<file path="src/rtl/xbe_pkg.sv">
package xbe_pkg;

  localparam int SEL_W = 3;
  localparam int STAT_W = 16;

  localparam logic [SEL_W-1:0] SEL_BRIDGE = 3'd0;
  localparam logic [SEL_W-1:0] SEL_PCI    = 3'd1;
  localparam logic [SEL_W-1:0] SEL_EN     = 3'd2;
  localparam logic [SEL_W-1:0] SEL_AHBADR = 3'd3;
  localparam logic [SEL_W-1:0] SEL_PCIADR = 3'd4;

  // implemented bits of the PCI status word and of the enable word
  localparam logic [STAT_W-1:0] PCI_STAT_MASK = 16'hF810;
  localparam logic [STAT_W-1:0] EN_MASK       = 16'hF801;

  localparam int PCI_SUM_BIT   = 4;
  localparam int PCI_SIGTA_BIT = 11;
  localparam int PCI_DPE_BIT   = 15;
  localparam int NUM_KINDS     = 4;

  typedef enum logic [1:0] {
    KIND_PARITY = 2'd0,
    KIND_SYSERR = 2'd1,
    KIND_MABORT = 2'd2,
    KIND_TABORT = 2'd3
  } pciErrKind_t;

  typedef struct packed {
    logic              setAhb;
    logic              capAhbAddr;
    logic [STAT_W-1:0] pciSet;
    logic              capPciAddr;
    logic              clrBridge;
    logic [STAT_W-1:0] pciClr;
    logic              enWr;
    logic [STAT_W-1:0] wrData;
  } ctlStrb_t;

endpackage

</file>
<file path="src/rtl/xbe_ctrl.sv">
module xbe_ctrl
  import xbe_pkg::*;
#(
  parameter int DATA_W = 32
) (
  input  logic              upReqValid,
  input  logic              upAddrParErr,
  input  logic              upDataParErr,
  input  logic              ahbRespValid,
  input  logic              ahbRespErr,
  input  logic              ahbRespIsRead,
  input  logic              pciRespValid,
  input  logic              pciRespErr,
  input  pciErrKind_t       pciErrKind,
  input  logic              regWr,
  input  logic [SEL_W-1:0]  regSel,
  input  logic [DATA_W-1:0] regWdata,
  input  logic              ahbStatBit,
  input  logic              pciSumBit,
  output ctlStrb_t          strb,
  output logic              fwdValid,
  output logic              abortReq
);

  logic ahbErrEv;
  logic parFail;
  logic pciErrEv;
  logic [NUM_KINDS-1:0] kindHit;
  logic unusedHiBits;

  assign ahbErrEv = ahbRespValid & ahbRespErr;
  assign parFail  = upReqValid & (upAddrParErr | upDataParErr);
  assign pciErrEv = pciRespValid & pciRespErr;

  // parity-failed requests never reach the AHB master engine
  assign fwdValid = upReqValid & ~upAddrParErr & ~upDataParErr;
  // same-cycle abort for a failed upstream read
  assign abortReq = ahbErrEv & ahbRespIsRead;

  genvar k;
  generate
    for (k = 0; k < NUM_KINDS; k++) begin : g_kind
      assign kindHit[k] = pciErrEv & (pciErrKind == pciErrKind_t'(k));
    end
  endgenerate

  generate
    if (DATA_W > STAT_W) begin : g_hi
      assign unusedHiBits = ^regWdata[DATA_W-1:STAT_W];
    end else begin : g_nohi
      assign unusedHiBits = 1'b0;
    end
  endgenerate

  always_comb begin
    strb = '0;
    strb.setAhb     = ahbErrEv;
    strb.capAhbAddr = ahbErrEv & ~ahbStatBit;
    for (int i = 0; i < NUM_KINDS; i++) begin
      strb.pciSet[PCI_DPE_BIT-i] = kindHit[i];
    end
    strb.pciSet[PCI_DPE_BIT]   = strb.pciSet[PCI_DPE_BIT] | parFail;
    strb.pciSet[PCI_SIGTA_BIT] = abortReq;
    strb.pciSet[PCI_SUM_BIT]   = pciErrEv;
    strb.capPciAddr = pciErrEv & ~pciSumBit;
    strb.clrBridge  = regWr & (regSel == SEL_BRIDGE) & regWdata[0];
    strb.pciClr     = (regWr && regSel == SEL_PCI) ? (regWdata[STAT_W-1:0] & PCI_STAT_MASK) : '0;
    strb.enWr       = regWr & (regSel == SEL_EN);
    strb.wrData     = regWdata[STAT_W-1:0];
  end

endmodule

</file>
<file path="src/rtl/xbe_data.sv">
module xbe_data
  import xbe_pkg::*;
#(
  parameter int ADDR_W = 32,
  parameter int DATA_W = 32
) (
  input  logic              clk,
  input  logic              rstN,
  input  ctlStrb_t          strb,
  input  logic [ADDR_W-1:0] ahbRespAddr,
  input  logic [ADDR_W-1:0] pciRespAddr,
  input  logic [SEL_W-1:0]  regSel,
  output logic [DATA_W-1:0] regRdata,
  output logic              statBridge,
  output logic [STAT_W-1:0] statPci,
  output logic [STAT_W-1:0] enReg,
  output logic [ADDR_W-1:0] ahbErrAddr,
  output logic [ADDR_W-1:0] pciErrAddr,
  output logic              irq
);

  localparam int NUM_SRC = 6;

  logic [NUM_SRC-1:0] srcVec;
  logic [NUM_SRC-1:0] srcEn;
  logic irqNext;

  // source 0 is the bridge bit, sources 1..5 are PCI status bits 11..15
  assign srcVec[0] = statBridge;
  assign srcEn[0]  = enReg[0];
  genvar s;
  generate
    for (s = 1; s < NUM_SRC; s++) begin : g_src
      assign srcVec[s] = statPci[PCI_SIGTA_BIT+s-1];
      assign srcEn[s]  = enReg[PCI_SIGTA_BIT+s-1];
    end
  endgenerate

  assign irqNext = |(srcVec & srcEn);

  always_ff @(posedge clk) begin
    if (!rstN) begin
      statBridge <= 1'b0;
      statPci    <= '0;
      enReg      <= '0;
      ahbErrAddr <= '0;
      pciErrAddr <= '0;
      irq        <= 1'b0;
    end else begin
      statBridge <= (statBridge & ~strb.clrBridge) | strb.setAhb;
      statPci    <= (statPci & ~strb.pciClr) | strb.pciSet;
      if (strb.enWr) enReg <= strb.wrData & EN_MASK;
      if (strb.capAhbAddr) ahbErrAddr <= ahbRespAddr;
      if (strb.capPciAddr) pciErrAddr <= pciRespAddr;
      irq <= irqNext;
    end
  end

  always_comb begin
    case (regSel)
      SEL_BRIDGE: regRdata = DATA_W'(statBridge);
      SEL_PCI:    regRdata = DATA_W'(statPci);
      SEL_EN:     regRdata = DATA_W'(enReg);
      SEL_AHBADR: regRdata = DATA_W'(ahbErrAddr);
      SEL_PCIADR: regRdata = DATA_W'(pciErrAddr);
      default:    regRdata = '0;
    endcase
  end

endmodule

</file>
<file path="src/rtl/xbe_top.sv">
module xbe_top
  import xbe_pkg::*;
#(
  parameter int ADDR_W = 32,
  parameter int DATA_W = 32
) (
  input  logic              clk,
  input  logic              rstN,
  input  logic              upReqValid,
  input  logic              upAddrParErr,
  input  logic              upDataParErr,
  output logic              fwdValid,
  input  logic              ahbRespValid,
  input  logic              ahbRespErr,
  input  logic              ahbRespIsRead,
  input  logic [ADDR_W-1:0] ahbRespAddr,
  output logic              abortReq,
  input  logic              pciRespValid,
  input  logic              pciRespErr,
  input  logic [1:0]        pciErrKind,
  input  logic [ADDR_W-1:0] pciRespAddr,
  input  logic [2:0]        regSel,
  input  logic              regWr,
  input  logic [DATA_W-1:0] regWdata,
  output logic [DATA_W-1:0] regRdata,
  output logic              irq
);

  ctlStrb_t          strb;
  logic              statBridge;
  logic [STAT_W-1:0] statPci;
  logic [STAT_W-1:0] enReg;
  logic [ADDR_W-1:0] ahbErrAddr;
  logic [ADDR_W-1:0] pciErrAddr;

  xbe_ctrl #(.DATA_W(DATA_W)) u_ctrl (
    .upReqValid   (upReqValid),
    .upAddrParErr (upAddrParErr),
    .upDataParErr (upDataParErr),
    .ahbRespValid (ahbRespValid),
    .ahbRespErr   (ahbRespErr),
    .ahbRespIsRead(ahbRespIsRead),
    .pciRespValid (pciRespValid),
    .pciRespErr   (pciRespErr),
    .pciErrKind   (pciErrKind_t'(pciErrKind)),
    .regWr        (regWr),
    .regSel       (regSel),
    .regWdata     (regWdata),
    .ahbStatBit   (statBridge),
    .pciSumBit    (statPci[PCI_SUM_BIT]),
    .strb         (strb),
    .fwdValid     (fwdValid),
    .abortReq     (abortReq)
  );

  xbe_data #(.ADDR_W(ADDR_W), .DATA_W(DATA_W)) u_data (
    .clk        (clk),
    .rstN       (rstN),
    .strb       (strb),
    .ahbRespAddr(ahbRespAddr),
    .pciRespAddr(pciRespAddr),
    .regSel     (regSel),
    .regRdata   (regRdata),
    .statBridge (statBridge),
    .statPci    (statPci),
    .enReg      (enReg),
    .ahbErrAddr (ahbErrAddr),
    .pciErrAddr (pciErrAddr),
    .irq        (irq)
  );

endmodule

</file>
<file path="config.mk">
export PLATFORM = sky130hd
export DESIGN_NAME = xbe_top
export DESIGN_NICKNAME = d
export VERILOG_FILES = /design/src/rtl/xbe_pkg.sv /design/src/rtl/xbe_ctrl.sv /design/src/rtl/xbe_data.sv /design/src/rtl/xbe_top.sv
export SDC_FILE = /design/constraint.sdc
export NUM_CORES = 1
export LEC_CHECK = 0
export ABC_CLOCK_PERIOD_IN_PS = 1100
export BUFFER_PORTS_ARGS = -buffer_cell sky130_fd_sc_hd__buf_2
export CAP_MARGIN = 5
export CORE_MARGIN = 1
export CORE_UTILIZATION = 40
export CTS_CLUSTER_SIZE = 24
export DETAILED_ROUTE_END_ITERATION = 10
export PLACE_DENSITY = 0.72
export SKIP_LAST_GASP = 1
export SYNTH_ARGS = -nofsm -noshare
export SYNTH_HDL_FRONTEND = slang
export SYNTH_SLANG_ARGS = --single-unit
</file>
<file path="constraint.sdc">
create_clock -name clk -period 1.1 [get_ports clk]
set_input_delay 0.055 -clock clk [delete_from_list [all_inputs] [get_ports clk]]
set_output_delay 0.055 -clock clk [all_outputs]
set_load 0.005 [all_outputs]
</file>
* Word level (Yosys, flattened, before mapping)
Cells that the tools add are included.
** Operators by class
- $add $sub $neg :: 0
- $mul :: 0
- Divide/modulo/power cells :: 0
- $lt $le $gt $ge :: 0
- Equality and inequality tests :: 7
- Shift operators :: 0
- Multiplexer cells :: 2
- Bitwise gates (word level) :: 28
- Reduce and logical (&&, ||, !) cells :: 4
** Operator list (number)
- 32-bit case mux with 5 select lines :: 1
- 1-bit bitwise AND :: 16
- 16-bit bitwise AND :: 1
- 16-bit 2-to-1 mux :: 1
- 16-bit NOT :: 1
- 16-bit bitwise OR :: 1
- 6-bit bitwise AND :: 1
- 3-bit by 2-bit equality test with 1-bit output, second input constant :: 2
- 6-bit OR reduction :: 1
- 1-bit NOT :: 5
- 2-bit equality test, second input constant :: 2
- 3-bit by 1-bit equality test with 1-bit output, second input constant :: 1
- 3-bit equality test, second input constant :: 1
- 3-bit zero test :: 1
- 1-bit bitwise OR :: 3
- 2-bit by 1-bit equality test with 1-bit output, second input constant :: 1
- 2-bit zero test :: 1
- 1-bit logical AND :: 1
** Word-level totals
- Bits in registers :: 88
- Latch bits :: 0
- Bits in writable memories :: 0
- ROM bits :: 0
- Input port bits :: 112
- Output and inout port bits :: 35
- Logic and storage cells :: 47
- Memories :: 0

* Longest topological paths before layout
- Word-level depth :: 6
- Depth in mapped cells :: 6
- Mapped depth without buffers :: 3

* Cells and area by module
From an unflattened synthesis, not the netlist that was laid out.
** Second synthesis, totals
- Cell total of the unflattened synthesis :: 456
- Area total of the unflattened synthesis :: 4205.3 µm²
** Modules (own cells, without submodules)
- xbe_data :: instances 1, cells each 392, area each 3764.9 µm², seq. area each 1761.7 µm²
- xbe_ctrl :: instances 1, cells each 64, area each 440.4 µm², seq. area each 0.0 µm²

* Worst setup path before layout
Ideal clock, no wire load.
- Kind :: register -> register
- Start :: register u_data.statBridge
- End :: register u_data.ahbErrAddr[0]
- Setup time :: 0.132 ns
- Arrival time :: 0.904 ns
- Required time :: 0.968 ns
- Setup slack :: 0.063 ns
- Cell stages (with the launch flop) :: 6
- Path buffers :: 2
- Period minus slack after synthesis :: 1.037 ns
- Cell sequence :: dfxtp_1 -> and3b_1 -> buf_2 -> buf_2 -> nand2_1 -> a21oi_1
** Between the ends
- Longest elaborated chain between the ends :: 2
** RTL lines
- from (decl) :: RTL line xbe_data.sv:14 : output logic statBridge,
- from (signal assigned) :: RTL line xbe_data.sv:50 : statBridge <= (statBridge & ~strb.clrBridge) | strb.setAhb;
- 1-bit NOT :: RTL line xbe_ctrl.sv:58 : strb.capAhbAddr = ahbErrEv & ~ahbStatBit;
- 1-bit bitwise AND :: RTL line xbe_ctrl.sv:58
- to (signal assigned) :: RTL line xbe_data.sv:53 : if (strb.capAhbAddr) ahbErrAddr <= ahbRespAddr;
- to (decl) :: RTL line xbe_data.sv:17 : output logic [ADDR_W-1:0] ahbErrAddr,
Every way passes these cells.
A chain may end at the register's enable or synchronous reset.

* Final worst setup path
- Start :: register u_data.pciErrAddr[0]
- End :: output regRdata[0]
** Between the ends
- Longest elaborated chain between the ends :: 1
** RTL lines
- from (decl) :: RTL line xbe_data.sv:18 : output logic [ADDR_W-1:0] pciErrAddr,
- from (signal assigned) :: RTL line xbe_data.sv:54 : if (strb.capPciAddr) pciErrAddr <= pciRespAddr;
- 32-bit case mux with 5 select lines :: RTL line xbe_data.sv:60 : case (regSel)
- to (decl) :: RTL line xbe_top.sv:25 : output logic [DATA_W-1:0] regRdata,
Every way passes these cells.

==> flow_metrics.py <==
metrics = {
    "drt": {
        "drtPass1Iterations": 5,
        "route.detailed.drc": 0,
        "vias": 3940,
        "routed_wl_um": 12600,
        "ant_nets": 0,
        "avgRoutedWirePerCell_um": 17.5,
        "via_per_inst": 5.46,
        "drt_iter0_markers": 275,
    },
    "floorplanning": {
        "die_y_um": 93.2,
        "die-area_mm2": 0.00869,
        "dieWidth_um": 93.2,
        "io_pins": 147,
        "fp.coreArea_mm2": 0.00789,
        "initial_core_util": 0.422,
        "rows": 32,
    },
    "clock_network": {
        "clockBufferDepth": 2,
        "tritoncts": "done",
        "clk_pin_slew_worst_paths_ns": 0.09,
        "insertion_delay_ns": 0.36,
        "htree_levels": 3,
        "root_buffer": "clkbuf_8",
        "cts.sink_count": 78,
        "cts_buffers": 9,
    },
    "setup_path": {
        "required_ns": 1.04,
        "endpoint_kind": "output port",
        "arrival_ns": 1.25,
        "critPathLaunchType": "flop",
        "worstPathMaxFanout": 2,
        "crit_type": "flop to output port",
    },
    "pwr": {
        "p_leak_nw": 2.56,
        "pwr_density_cell_mw_per_mm2": 1150,
        "irDropWorstVdd_mv": 0.745,
    },
    "final_layout": {
        "area_growth_pct": 73.6,
        "final_common_cell": "buf_2",
        "antenna_cells": 0,
        "drive_above_1_share": 0.458,
        "nNetsFinal": 727,
        "layout_common_cells": "buf_2 (121), nand2_1 (94), dlygate4sd3_1 (74)",
        "fillers": 553,
        "seq_area_mm2": 0.00159,
        "multi_input_area_mm2": 0.00196,
        "final_core_util": 0.733,
    },
    "placed_design": {
        "dpl.hpwl_um": 6520,
        "port_buffers": 121,
        "gp_congestion": 0.908,
    },
    "sta": {
        "slew_headroom": 0.794,
        "finalSetupViolCount": 72,
        "rsz0062_at_grt": "yes",
        "worst_pin_slew_ns": 0.307,
        "skew_ns": 0.0154,
        "drv_slew": 0,
        "post-route-min-period_ns": 1.30,
        "layout_setup_ws_ns": -0.201,
        "whs_ns": 0.0231,
        "min_period_over_period": 1.18,
        "hold_viol": 0,
        "fmax_ghz": 0.769,
    },
    "yosys": {
        "ys_seq_area_frac": 0.469,
        "synth-seq-cells": 78,
        "yosys_warnings": 0,
        "synth_cell_types": 34,
        "synth_ff_type": "dfxtp_1",
        "synth_edf_count": 0,
        "ys_async_sr_fraction": 0,
        "synth_cells": 402,
        "synth_area_mm2": 0.00333,
        "syn_nets": 514,
        "postSynthAreaPerCell_um2": 8.28,
    },
    "global_route": {
        "grt_max_degree": 35,
        "grt_overflow": 0,
        "grt_pass1_wl_um": 17500,
        "antenna_found_initial": 0,
        "grt_util_all_layers": 0.264,
        "first_global_vias": 3739,
    },
    "job": {
        "drv_cap": 0,
    },
    "status": {
        "outcome": "finished with violations",
        "violations": "setup timing",
    },
    "worst_hold_path": {
        "hp-class": "primary input to flop",
    },
}
[worst paths after layout]
kind / startpoint / to / slack [ns] / cells after the start
setup / recovery: u_data.pciErrAddr[0] / regRdata[0] / -0.20 / 3
setup reg to reg: u_data.statBridge / u_data.ahbErrAddr[28] / -0.18 / 7
hold / removal: rstN / u_data.statPci[13] / 0.02 / 2
hold reg to reg: u_data.ahbErrAddr[18] / u_data.ahbErrAddr[18] / 0.46 / 2
[stage by stage]
stage	power (W)	setup slack, ns	instances	instance area (µm²)	setup TNS, ns
3_5_place_dp	0.00381	-0.0210	610	4060	-0.0210
6_report	0.00665	-0.201	722	5780	-8.31
3_3_place_gp	0.00379	0.0459	610	4060	0
5_1_grt	0.00689	-0.240	722	5780	-11.38
4_1_cts	0.00638	-0.197	710	5210	-4.82
2_1_floorplan	0.00346	0.0633	402	3330	0
[cell usage after synthesis (3+ instances only)]
cell | number | area, µm²
buf_6 | 7 | 78.8
a21boi_0 | 3 | 22.5
a22o_1 | 25 | 219
a21oi_1 | 67 | 335
o21a_1 | 3 | 22.5
a22oi_1 | 9 | 67.6
and3b_1 | 3 | 26.3
buf_2 | 15 | 75.1
clkbuf_1 | 7 | 26.3
o22ai_1 | 5 | 31.3
nor2_1 | 6 | 22.5
nand2_1 | 133 | 499
dfxtp_1 | 78 | 1560
nand3b_1 | 3 | 22.5
mux2i_1 | 12 | 120
[final cells by class]
cell class | instances | area share
clock buffer | 9 | 0.0214
tap | 102 | 0.0221
clock inverter | 7 | 0.0154
sequential | 78 | 0.275
multi-input combinational | 291 | 0.338
timing repair buffer | 233 | 0.326
inverter | 2 | 0.00130
[logic make-up after synthesis]
kind of cell / count (synthesis) / share of synthesized area
AOI/OAI and AO/OA: 122 / 0.231
muxes: 12 / 0.0361
buffers and inverters: 33 / 0.0609
DFF: 78 / 0.469
and+or+nand+nor: 157 / 0.203
[power by group]
| group | switching, W | internal, W |
|---|---|---|
| sequential | 0.0000759 | 0.00296 |
| clock | 0.00107 | 0.00127 |
| combinational | 0.000605 | 0.000676 |
[sequential cells by signal, summed over array words and instances, names as in the netlist]
signal and count:
u_data.enReg 6, u_data.statBridge 1, u_data.pciErrAddr 32, u_data.irq 1, u_data.ahbErrAddr 32, u_data.statPci 6
[timing repair]
action | 4_1_cts | 5_1_grt
gates cloned | 2 | 6
pin swaps | 12 | 53
endpoints found under the hold margin | 73 | 0
hold buffers | 74 | 0
setup endpoints to repair | 25 | 78
buffers inserted | 8 | 8
resized for setup | 28 | 120
[critical path: stages, from the launching register on]
cell and delay [ns]:
dfxtp_2 0.33, nor4bb_2 0.16, a211o_1 0.27, buf_2 0.13
[routing by layer]
| metal | up-vias | wire, µm | GRT usage |
|---|---|---|---|
| met1 | 1853 | 4960 | 0.309 |
| met5 | - | 0 | 0 |
| met2 | 218 | 6350 | 0.463 |
| met3 | 54 | 741 | 0.0512 |
| met4 | 0 | 547 | 0.121 |
| li1 | 1815 | - | - |
Note: power is estimated with default switching activity, not from simulation.
